--- src/rtl/nand_ecc_scan_pkg.sv ---
// Shared constants and types for the ECC status scanner.
// Assumes a fixed arrangement of 16 sectors spread over all page buffers.
package nand_ecc_scan_pkg;

    localparam int SECT_TOTAL = 16;
    localparam int SEC_W      = $clog2(SECT_TOTAL);
    localparam int STAT_WORDS = SECT_TOTAL / 4;
    localparam int SW_AW      = $clog2(STAT_WORDS);

    localparam logic [3:0] CNT_UNCORR = 4'hF;
    localparam logic [31:0] WORD_ERASED = 32'hFFFF_FFFF;

    typedef enum logic [1:0] {
        PG_512    = 2'd0,
        PG_2K     = 2'd1,
        PG_4K     = 2'd2,
        PG_4K_ALT = 2'd3
    } pg_size_e;

    typedef enum logic [2:0] {
        ST_IDLE,
        ST_PREP,
        ST_REQ,
        ST_USE,
        ST_BLANK
    } scan_state_e;

    typedef enum logic [1:0] {
        BL_IDLE,
        BL_ISSUE,
        BL_CHECK
    } blank_state_e;

endpackage

--- src/rtl/nand_ecc_geom.sv ---
// Geometry decoder: maps page number and size code to the buffer's sector
// range and to the word regions the erased-check must read.
// Assumes 512-byte sectors and buffers of twice the page size, packed back to back.
module nand_ecc_geom
    import nand_ecc_scan_pkg::*;
#(
    parameter int PAGE_W = 16,
    parameter int MEM_AW = 12
) (
    input  logic [PAGE_W-1:0] page_num,
    input  logic [1:0]        pg_code,
    input  logic              wide_ecc,
    output logic [SEC_W-1:0]  first_sec,
    output logic [SEC_W-1:0]  last_sec,
    output logic [MEM_AW-1:0] main_base,
    output logic [MEM_AW-1:0] main_words,
    output logic [MEM_AW-1:0] ecc_base,
    output logic [MEM_AW-1:0] ecc_words
);

    logic [3:0] buf_idx;
    logic [1:0] steps_log;
    logic [3:0] words_log;

    // Per-size mask, sectors-per-page and main-area size (both as log2).
    always_comb begin
        case (pg_size_e'(pg_code))
            PG_512: begin
                buf_idx   = page_num[3:0];
                steps_log = 2'd0;
                words_log = 4'd7;
            end
            PG_2K: begin
                buf_idx   = page_num[3:0] & 4'd3;
                steps_log = 2'd2;
                words_log = 4'd9;
            end
            default: begin
                buf_idx   = page_num[3:0] & 4'd1;
                steps_log = 2'd3;
                words_log = 4'd10;
            end
        endcase
    end

    // Sector range and word regions derived from the decoded geometry.
    always_comb begin
        first_sec  = SEC_W'(buf_idx << steps_log);
        last_sec   = first_sec + SEC_W'((4'd1 << steps_log) - 4'd1);
        main_words = MEM_AW'(1) << words_log;
        main_base  = MEM_AW'(buf_idx) << (words_log + 4'd1);
        ecc_base   = main_base + main_words + MEM_AW'(2);
        ecc_words  = MEM_AW'(1) << ({2'b00, steps_log} + (wide_ecc ? 4'd2 : 4'd1));
    end

endmodule

--- src/rtl/nand_ecc_nibble.sv ---
// Count picker: selects a sector's 4-bit error count from a packed status
// word. Sector lane 0 sits in the most significant byte (big-endian packing).
module nand_ecc_nibble (
    input  logic [31:0] word,
    input  logic [1:0]  lane,
    output logic [3:0]  cnt
);

    // Low nibble of the byte chosen by the lane, counting from the top.
    always_comb begin
        case (lane)
            2'd0:    cnt = word[27:24];
            2'd1:    cnt = word[19:16];
            2'd2:    cnt = word[11:8];
            default: cnt = word[3:0];
        endcase
    end

endmodule

--- src/rtl/nand_ecc_blank.sv ---
// Erased-page checker: reads the main area and then the ECC region word by
// word, and stops at the first word that is not all ones.
// Assumes a one-cycle read latency and region bases/lengths that stay stable
// while it runs. Each region has at least one word.
module nand_ecc_blank
    import nand_ecc_scan_pkg::*;
#(
    parameter int MEM_AW = 12
) (
    input  logic              clk,
    input  logic              rst_n,
    input  logic              go,
    input  logic [MEM_AW-1:0] main_base,
    input  logic [MEM_AW-1:0] main_words,
    input  logic [MEM_AW-1:0] ecc_base,
    input  logic [MEM_AW-1:0] ecc_words,
    output logic              mem_rd,
    output logic [MEM_AW-1:0] mem_addr,
    input  logic [31:0]       mem_rdata,
    output logic              fin,
    output logic              erased
);

    blank_state_e      state;
    logic [MEM_AW-1:0] cur_addr;
    logic [MEM_AW-1:0] remain;
    logic              in_ecc;

    // Walk both regions; report on the first dirty word or after the last word.
    always_ff @(posedge clk) begin
        if (!rst_n) begin
            state    <= BL_IDLE;
            cur_addr <= '0;
            remain   <= '0;
            in_ecc   <= 1'b0;
            fin      <= 1'b0;
            erased   <= 1'b0;
        end else begin
            fin <= 1'b0;
            case (state)
                BL_IDLE: begin
                    if (go) begin
                        cur_addr <= main_base;
                        remain   <= main_words;
                        in_ecc   <= 1'b0;
                        state    <= BL_ISSUE;
                    end
                end
                BL_ISSUE: state <= BL_CHECK;
                BL_CHECK: begin
                    if (mem_rdata != WORD_ERASED) begin
                        fin    <= 1'b1;
                        erased <= 1'b0;
                        state  <= BL_IDLE;
                    end else if (remain == MEM_AW'(1)) begin
                        if (!in_ecc) begin
                            cur_addr <= ecc_base;
                            remain   <= ecc_words;
                            in_ecc   <= 1'b1;
                            state    <= BL_ISSUE;
                        end else begin
                            fin    <= 1'b1;
                            erased <= 1'b1;
                            state  <= BL_IDLE;
                        end
                    end else begin
                        cur_addr <= cur_addr + MEM_AW'(1);
                        remain   <= remain - MEM_AW'(1);
                        state    <= BL_ISSUE;
                    end
                end
                default: state <= BL_IDLE;
            endcase
        end
    end

    // Read strobe in the issue cycle only.
    always_comb begin
        mem_rd   = (state == BL_ISSUE);
        mem_addr = cur_addr;
    end

endmodule

--- src/rtl/nand_ecc_scan.sv ---
// ECC status scanner top: walks the status counts of one page buffer,
// accumulates the corrected total and, on a count of 15, runs the erased-check
// before flagging the page as uncorrectable.
// Assumes both read ports return data exactly one cycle after the strobe.
module nand_ecc_scan
    import nand_ecc_scan_pkg::*;
#(
    parameter int PAGE_W = 16,
    parameter int CNT_W  = 10,
    parameter int MEM_AW = 12
) (
    input  logic              clk,
    input  logic              rst_n,
    input  logic              start,
    input  logic [PAGE_W-1:0] page_num,
    input  logic [1:0]        page_cfg,
    input  logic              wide_ecc,
    output logic              stat_rd,
    output logic [SW_AW-1:0]  stat_addr,
    input  logic [31:0]       stat_rdata,
    output logic              mem_rd,
    output logic [MEM_AW-1:0] mem_addr,
    input  logic [31:0]       mem_rdata,
    output logic              done,
    output logic [CNT_W-1:0]  corr_total,
    output logic              uncorr
);

    scan_state_e       state;
    logic [PAGE_W-1:0] page_q;
    logic [1:0]        cfg_q;
    logic              wide_q;
    logic [SEC_W-1:0]  sec_cur;
    logic [SEC_W-1:0]  first_sec;
    logic [SEC_W-1:0]  last_sec;
    logic [MEM_AW-1:0] main_base;
    logic [MEM_AW-1:0] main_words;
    logic [MEM_AW-1:0] ecc_base;
    logic [MEM_AW-1:0] ecc_words;
    logic [3:0]        cnt;
    logic [CNT_W:0]    sum;
    logic              blank_go;
    logic              blank_fin;
    logic              blank_erased;
    logic              busy;

    nand_ecc_geom #(
        .PAGE_W (PAGE_W),
        .MEM_AW (MEM_AW)
    ) geom_i (
        .page_num   (page_q),
        .pg_code    (cfg_q),
        .wide_ecc   (wide_q),
        .first_sec  (first_sec),
        .last_sec   (last_sec),
        .main_base  (main_base),
        .main_words (main_words),
        .ecc_base   (ecc_base),
        .ecc_words  (ecc_words)
    );

    nand_ecc_nibble pick_i (
        .word (stat_rdata),
        .lane (sec_cur[1:0]),
        .cnt  (cnt)
    );

    nand_ecc_blank #(
        .MEM_AW (MEM_AW)
    ) blank_i (
        .clk        (clk),
        .rst_n      (rst_n),
        .go         (blank_go),
        .main_base  (main_base),
        .main_words (main_words),
        .ecc_base   (ecc_base),
        .ecc_words  (ecc_words),
        .mem_rd     (mem_rd),
        .mem_addr   (mem_addr),
        .mem_rdata  (mem_rdata),
        .fin        (blank_fin),
        .erased     (blank_erased)
    );

    // Status strobe, erased-check trigger and running sum.
    always_comb begin
        busy      = (state != ST_IDLE);
        stat_rd   = (state == ST_REQ);
        stat_addr = sec_cur[SEC_W-1:2];
        blank_go  = (state == ST_USE) && (cnt == CNT_UNCORR);
        sum       = {1'b0, corr_total} + (CNT_W+1)'(cnt);
    end

    // Scan sequencer: latch the request, fetch each count, decide and finish.
    always_ff @(posedge clk) begin
        if (!rst_n) begin
            state      <= ST_IDLE;
            page_q     <= '0;
            cfg_q      <= '0;
            wide_q     <= 1'b0;
            sec_cur    <= '0;
            corr_total <= '0;
            uncorr     <= 1'b0;
            done       <= 1'b0;
        end else begin
            done <= 1'b0;
            case (state)
                ST_IDLE: begin
                    if (start) begin
                        page_q     <= page_num;
                        cfg_q      <= page_cfg;
                        wide_q     <= wide_ecc;
                        corr_total <= '0;
                        uncorr     <= 1'b0;
                        state      <= ST_PREP;
                    end
                end
                ST_PREP: begin
                    sec_cur <= first_sec;
                    state   <= ST_REQ;
                end
                ST_REQ: state <= ST_USE;
                ST_USE: begin
                    if (cnt == CNT_UNCORR) begin
                        state <= ST_BLANK;
                    end else begin
                        corr_total <= sum[CNT_W] ? '1 : sum[CNT_W-1:0];
                        if (sec_cur == last_sec) begin
                            done  <= 1'b1;
                            state <= ST_IDLE;
                        end else begin
                            sec_cur <= sec_cur + SEC_W'(1);
                            state   <= ST_REQ;
                        end
                    end
                end
                ST_BLANK: begin
                    if (blank_fin) begin
                        uncorr <= !blank_erased;
                        done   <= 1'b1;
                        state  <= ST_IDLE;
                    end
                end
                default: state <= ST_IDLE;
            endcase
        end
    end

endmodule

--- config.mk ---
export PLATFORM = sky130hd
export DESIGN_NAME = nand_ecc_scan
export DESIGN_NICKNAME = d
export VERILOG_FILES = /design/src/rtl/nand_ecc_scan_pkg.sv /design/src/rtl/nand_ecc_geom.sv /design/src/rtl/nand_ecc_nibble.sv /design/src/rtl/nand_ecc_blank.sv /design/src/rtl/nand_ecc_scan.sv
export SDC_FILE = /design/constraint.sdc
export NUM_CORES = 1
export LEC_CHECK = 0
export ABC_CLOCK_PERIOD_IN_PS = 2900
export BUFFER_PORTS_ARGS = -buffer_cell sky130_fd_sc_hd__buf_2
export CAP_MARGIN = 20
export CORE_MARGIN = 3
export CORE_UTILIZATION = 40
export DETAILED_ROUTE_END_ITERATION = 16
export GPL_ROUTABILITY_DRIVEN = 0
export HOLD_SLACK_MARGIN = 0.12
export PLACE_DENSITY = 0.66
export SYNTH_ARGS = -nofsm -noshare
export SYNTH_HDL_FRONTEND = slang
export SYNTH_SLANG_ARGS = --single-unit
--- constraint.sdc ---
create_clock -name clk -period 2.9 [get_ports clk]
set_input_delay 0 -clock clk [delete_from_list [all_inputs] [get_ports clk]]
set_output_delay 0 -clock clk [all_outputs]
set_load 0.005 [all_outputs]
Word level (Yosys, flattened, before mapping)
Cells that the tools add are included.
Widths: inputs -> output; s select.

storage, ports and cells
  word-level logic and storage cells = 120
  output and inout bits = 28
  flip-flop bits (word level) = 55
  bits of input ports = 86

cells by class
  shift operators = 5
  add/sub/neg operators = 10
  multiplexer cells = 49
  equality and inequality tests = 21
  reduce and logical (&&, ||, !) cells = 21

operator list
  cell                   count
  $mux 12                8
  $pmux 12 s2            2
  $ne 32x32->1 const B   1
  $mux 10                3
  $pmux 4 s2             3
  $shl 1x4->12 const A   2
  $pmux 10 s2            1
  $mux 1                 16
  $pmux 3 s5             1
  $add 12x1->12 const B  1
  $add 12x12->12         1
  $add 12x2->12 const B  1
  $eq 12x1->1 const B    1
  $pmux 4 s3             1
  $reduce_and 3->1       4
  $reduce_bool 2->1      6
  $shl 4x4->12           1
  $sub 12x1->12 const B  1
  $add 10x4->11          1
  $ne 2x2->1 const B     5
  $mux 3                 3
  $add 4x1->4 const B    2
  $mux 2                 4
  $mux 4                 2
  23 further kinds       35

Longest topological paths before layout
  depth in word-level cells = 10
  depth in mapped cells = 14
  gate-level depth less buffers = 13

Hierarchy
A second synthesis with hierarchy kept.

unflattened totals
  cells, all modules = 654
  area, all modules = 5,138.7 µm²

modules (own cells, without submodules)
  module           seq. area each (µm²)  cells each  area each (µm²)  instances
  nand_ecc_blank   580.6                 265         2,023.2          1
  nand_ecc_scan    760.7                 233         1,910.6          1
  nand_ecc_geom    0.0                   152         1,099.8          1
  nand_ecc_nibble  0.0                   4           105.1            1

Worst setup path before layout
OpenSTA, ideal clock, no wires.

  path type = register -> register
  start = register cfg_q[0]
  end = register sec_cur[3]
  setup slack = -0.075 ns
  arrival = 2.859 ns
  stages on the path, launching flop included = 15
  setup time = 0.116 ns
  path buffers = 1
  required time = 2.784 ns
  path through = dfxtp_1 buf_1 nor2_1 nand2_1 ha_1 inv_1 ha_1 inv_1 fa_1 xnor2_1 xnor2_1 xnor2_1 o21ba_2 a21bo_2 a31o_2

on the way
  word-level cells in the longest chain between the ends = 8

RTL lines
  element                                        line                  RTL
  from (decl)                                    nand_ecc_scan.sv:31   logic [1:0] cfg_q;
  from (signal assigned)                         nand_ecc_scan.sv:111  cfg_q <= page_cfg;
  $eq 2x1->1 or $logic_not 2->1 (tied branches)  nand_ecc_geom.sv:27   case (pg_size_e'(pg_code))
  $pmux 2 s2                                     nand_ecc_geom.sv:27
  $shl 1x2->4                                    nand_ecc_geom.sv:49   last_sec = first_sec + SEC_W'((4'd1 << steps_log) - 4'd1);
  $sub 4x1->4                                    nand_ecc_geom.sv:49
  $add 4x4->4                                    nand_ecc_geom.sv:49
  $eq 4x4->1                                     nand_ecc_scan.sv:128  if (sec_cur == last_sec) begin
  $ne 2x2->1 (no line)                           --
  $reduce_and 3->1 (no line)                     --
  to (signal assigned)                           nand_ecc_scan.sv:119  sec_cur <= first_sec;
  to (signal assigned)                           nand_ecc_scan.sv:132  sec_cur <= sec_cur + SEC_W'(1);
  to (decl)                                      nand_ecc_scan.sv:33   logic [SEC_W-1:0] sec_cur;

Parallel ways exist; a longest one is shown, timed or not.
A chain may end at the register's enable or synchronous reset.

Final worst setup path
Same ends and word-level chain as after synthesis.

==> impl_results.md <==
* Reg2reg setup slack at 0.16 ns
* Total die area at 0.0119 sq mm
* Synthesis Warnings at 0
* Post-DP HPWL at 8680 um
* Avg WL per Cell at 14.8 um
* Pre-antenna DRT Iters at 5
* Top_reg_cell synth: dfxtp_1
* Final instance area at 0.00517 sq mm
* TritonCTS Sinks at 55
* Mean Syn Cell Area at 7.78 sq um
* Fin. Hold Viols at 0
* Clock slew at reported path FFs at 0.10 ns
* Initial core utilization at 42.2%
* Row count at 36
* Ports at 114
* Core ar. at 0.0100 sq mm
* Post-synth top cells: 60 x nand2_1, 55 x dfxtp_1, 53 x a21oi_1
* Type of origin of the critical path: flip-flop
* Count of endpoints failing setup in the final report at 0
* IO Port Bufs at 85
* Antenna-violating nets left at 0
* Core Util, Final at 51.5%
* Peak VDD IR at 234 uV
* R2R depth at 11
* Grt ovf at 0
* Global-route wire length before repair at 19200 um
* Detailed Route WL at 11700 um
* Mapped Cells at 545
* Critical path endpoint category: flip-flop
* Critical path arrival at 2.96 ns
* Post-synth top area cell: dfxtp_1
* Worst hold start: stat_rdata[2]
* H-tree levels at 2
* Clock Tree Buf Depth at 2
* Synth area leaders: dfxtp_1 26%, ha_1 10%, a21oi_1 6.3%
* Vias in the first global route at 4159
* Outcome: completed
* DR WL met3 at 917 um
* Final total power at 1810 uW
* Post-synthesis register bit count at 55
* Max_cap viols at 0
* Vias per cell at 5.61
* R2r startpoint: cfg_q[0]
* DRT met1 WL at 5100 um
* Share of layout cells above drive strength 1 at 23.2%
* Final #Nets at 782
* Pwr dens at 349 mW/mm^2
* Worst Skew at 0.00862 ns
* Pre-CTS setup slack at 0.00900 ns
* Hold WC Path Type: input port to flip-flop
* # diodes at 0
* Met2 wire len at 5600 um
* Vias at 4444
* Antenna violations before repair at 0
* Crit path time final at 2.74 ns
* Seq/Total Area, Yosys at 26.0%
* Die height at 109 um
* Worst Hold Path Cells at 4
* Pleak at 0.00225 uW
* FF-to-FF End: sec_cur[3]
* Synth cell types at 71
* Synthesized cell area at 0.00424 sq mm
* Synth top area share at 26.0%
* Slew Limit Fails at 0
* Top layer in use: met4
* CTS tree: built
* Worst Path Required at 3.12 ns
* Largest net degree at the start of global routing at 40
* CP Max Fanout at 4
* Clock root buffer master: clkbuf_8
* EDFF count, synth at 0
* Fillers at 965
* Worst hold endpoint: corr_total[9]
* Cts bufs inserted at 5
* Worst skew pair latency at 0.32 ns
* DRC errors left at 0
* CP Class: flip-flop to flip-flop
* Area of the multi-input gates at 0.00301 sq mm
* Placed cell area at 0.00494 sq mm
* Final worst-path setup slack at 0.162 ns
* Worst Tran Pin Value at 0.830 ns
* Slew margin rel. at 43.9%
* Count leader, synth: nand2_1
* Chip width at 109 um
* Fraction of registers with async set/reset at 0%
* Iter 0 DRT Violations at 201
* RSZ-0062 raised after global routing: true
* Post-route setup TNS at 0 ns
* Total track usage at 19.9%
* Fmax at 0.365 GHz
* Post-route clock period utilization at 94.4%
* Register Area at 0.00111 sq mm
* Area Overhead vs Synth at 22.0%
==> registers in the layout (all words and copies together), names as in the netlist, 2 cells and up <==
register	cells
state	3
blank_i.mem_addr	12
cfg_q	2
sec_cur	4
page_q	4
blank_i.remain	12
blank_i.state	2
corr_total	10
==> critical path: stages (launching register included) <==
cell and delay [ns]:
dfxtp_2 0.35, mux2i_1 0.13, nor2_2 0.13, inv_1 0.08
ha_1 0.32, fa_1 0.48, xnor2_2 0.16, xnor2_1 0.18
xnor2_1 0.10, o21ba_2 0.23, a21bo_2 0.25, a31o_2 0.25
==> how the worst max path moves through the flow <==
stage                          start  depth (start not counted)  slack, ns             to
after floorplan             cfg_q[1]                         13       0.02     sec_cur[3]
after global placement    sec_cur[0]                         11       0.07  corr_total[7]
after detailed placement  sec_cur[0]                         11      0.009  corr_total[7]
after CTS                 sec_cur[0]                         12       0.01  corr_total[5]
after global routing      sec_cur[0]                         12     -0.006  corr_total[5]
final                       cfg_q[0]                         11       0.16     sec_cur[3]
==> cell usage in the layout, fill, tap and decap left out, drive strengths merged, types with 9 or more instances in the layout <==
cell and count:
buf 111, nor3 20, nand4 14, nand2 60
a21oi 53, conb 17, xnor2 17, mux2i 9
inv 27, nor2 28, dfxtp 55, ha 35
o21ai 38, a31oi 14, nand3 26
==> stage by stage <==
| step | hold WS [ns] | cells |
|---|---|---|
| 2_1_floorplan | 0.136 | 560 |
| 3_3_place_gp | 0.247 | 774 |
| 3_5_place_dp | 0.254 | 774 |
| 4_1_cts | 0.251 | 790 |
| 5_1_grt | 0.276 | 792 |
| 6_report | 0.260 | 792 |
==> power by group <==
group | switching [uW] | total, uW | leakage (uW) | internal [uW]
clock network | 281 | 450 | 0.0000402 | 169
registers | 22.5 | 798 | 0.000446 | 776
logic | 297 | 559 | 0.00176 | 262
==> layout make-up <==
type	count	area share [%]
Multi-Input combinational cell	450	58.2
Sequential cell	55	21.4
Timing Repair Buffer	119	13.5
Tap cell	133	3.22
Inverter	27	1.96
Clock buffer	5	1.33
Clock inverter	3	0.387
==> repair_timing <==
item                                    4_1_cts  5_1_grt
endpoints found under the setup margin        4       14
hold endpoints to repair                      8        0
pin swaps                                     1        8
hold buffers                                  8        0
buffers inserted                              0        2
gates resized for setup                       1       15
==> kinds of logic after synthesis <==
family / share of synthesized area, %
buffers and inverters: 5.37
muxes: 2.13
xor gates and xnor gates: 5.17
DFF: 26.0
adders and majority gates: 11.7
AOI/OAI and AO/OA: 24.5
other: 0.177
and+or+nand+nor: 24.9
==> routing by layer <==
layer  global-route usage, %  up-vias
met5                       0        -
met3                    4.09        7
met1                    26.0     2042
met4                    3.34        0
li1                        -     2219
met2                    34.3      176
(Power assumes the default switching activity.)
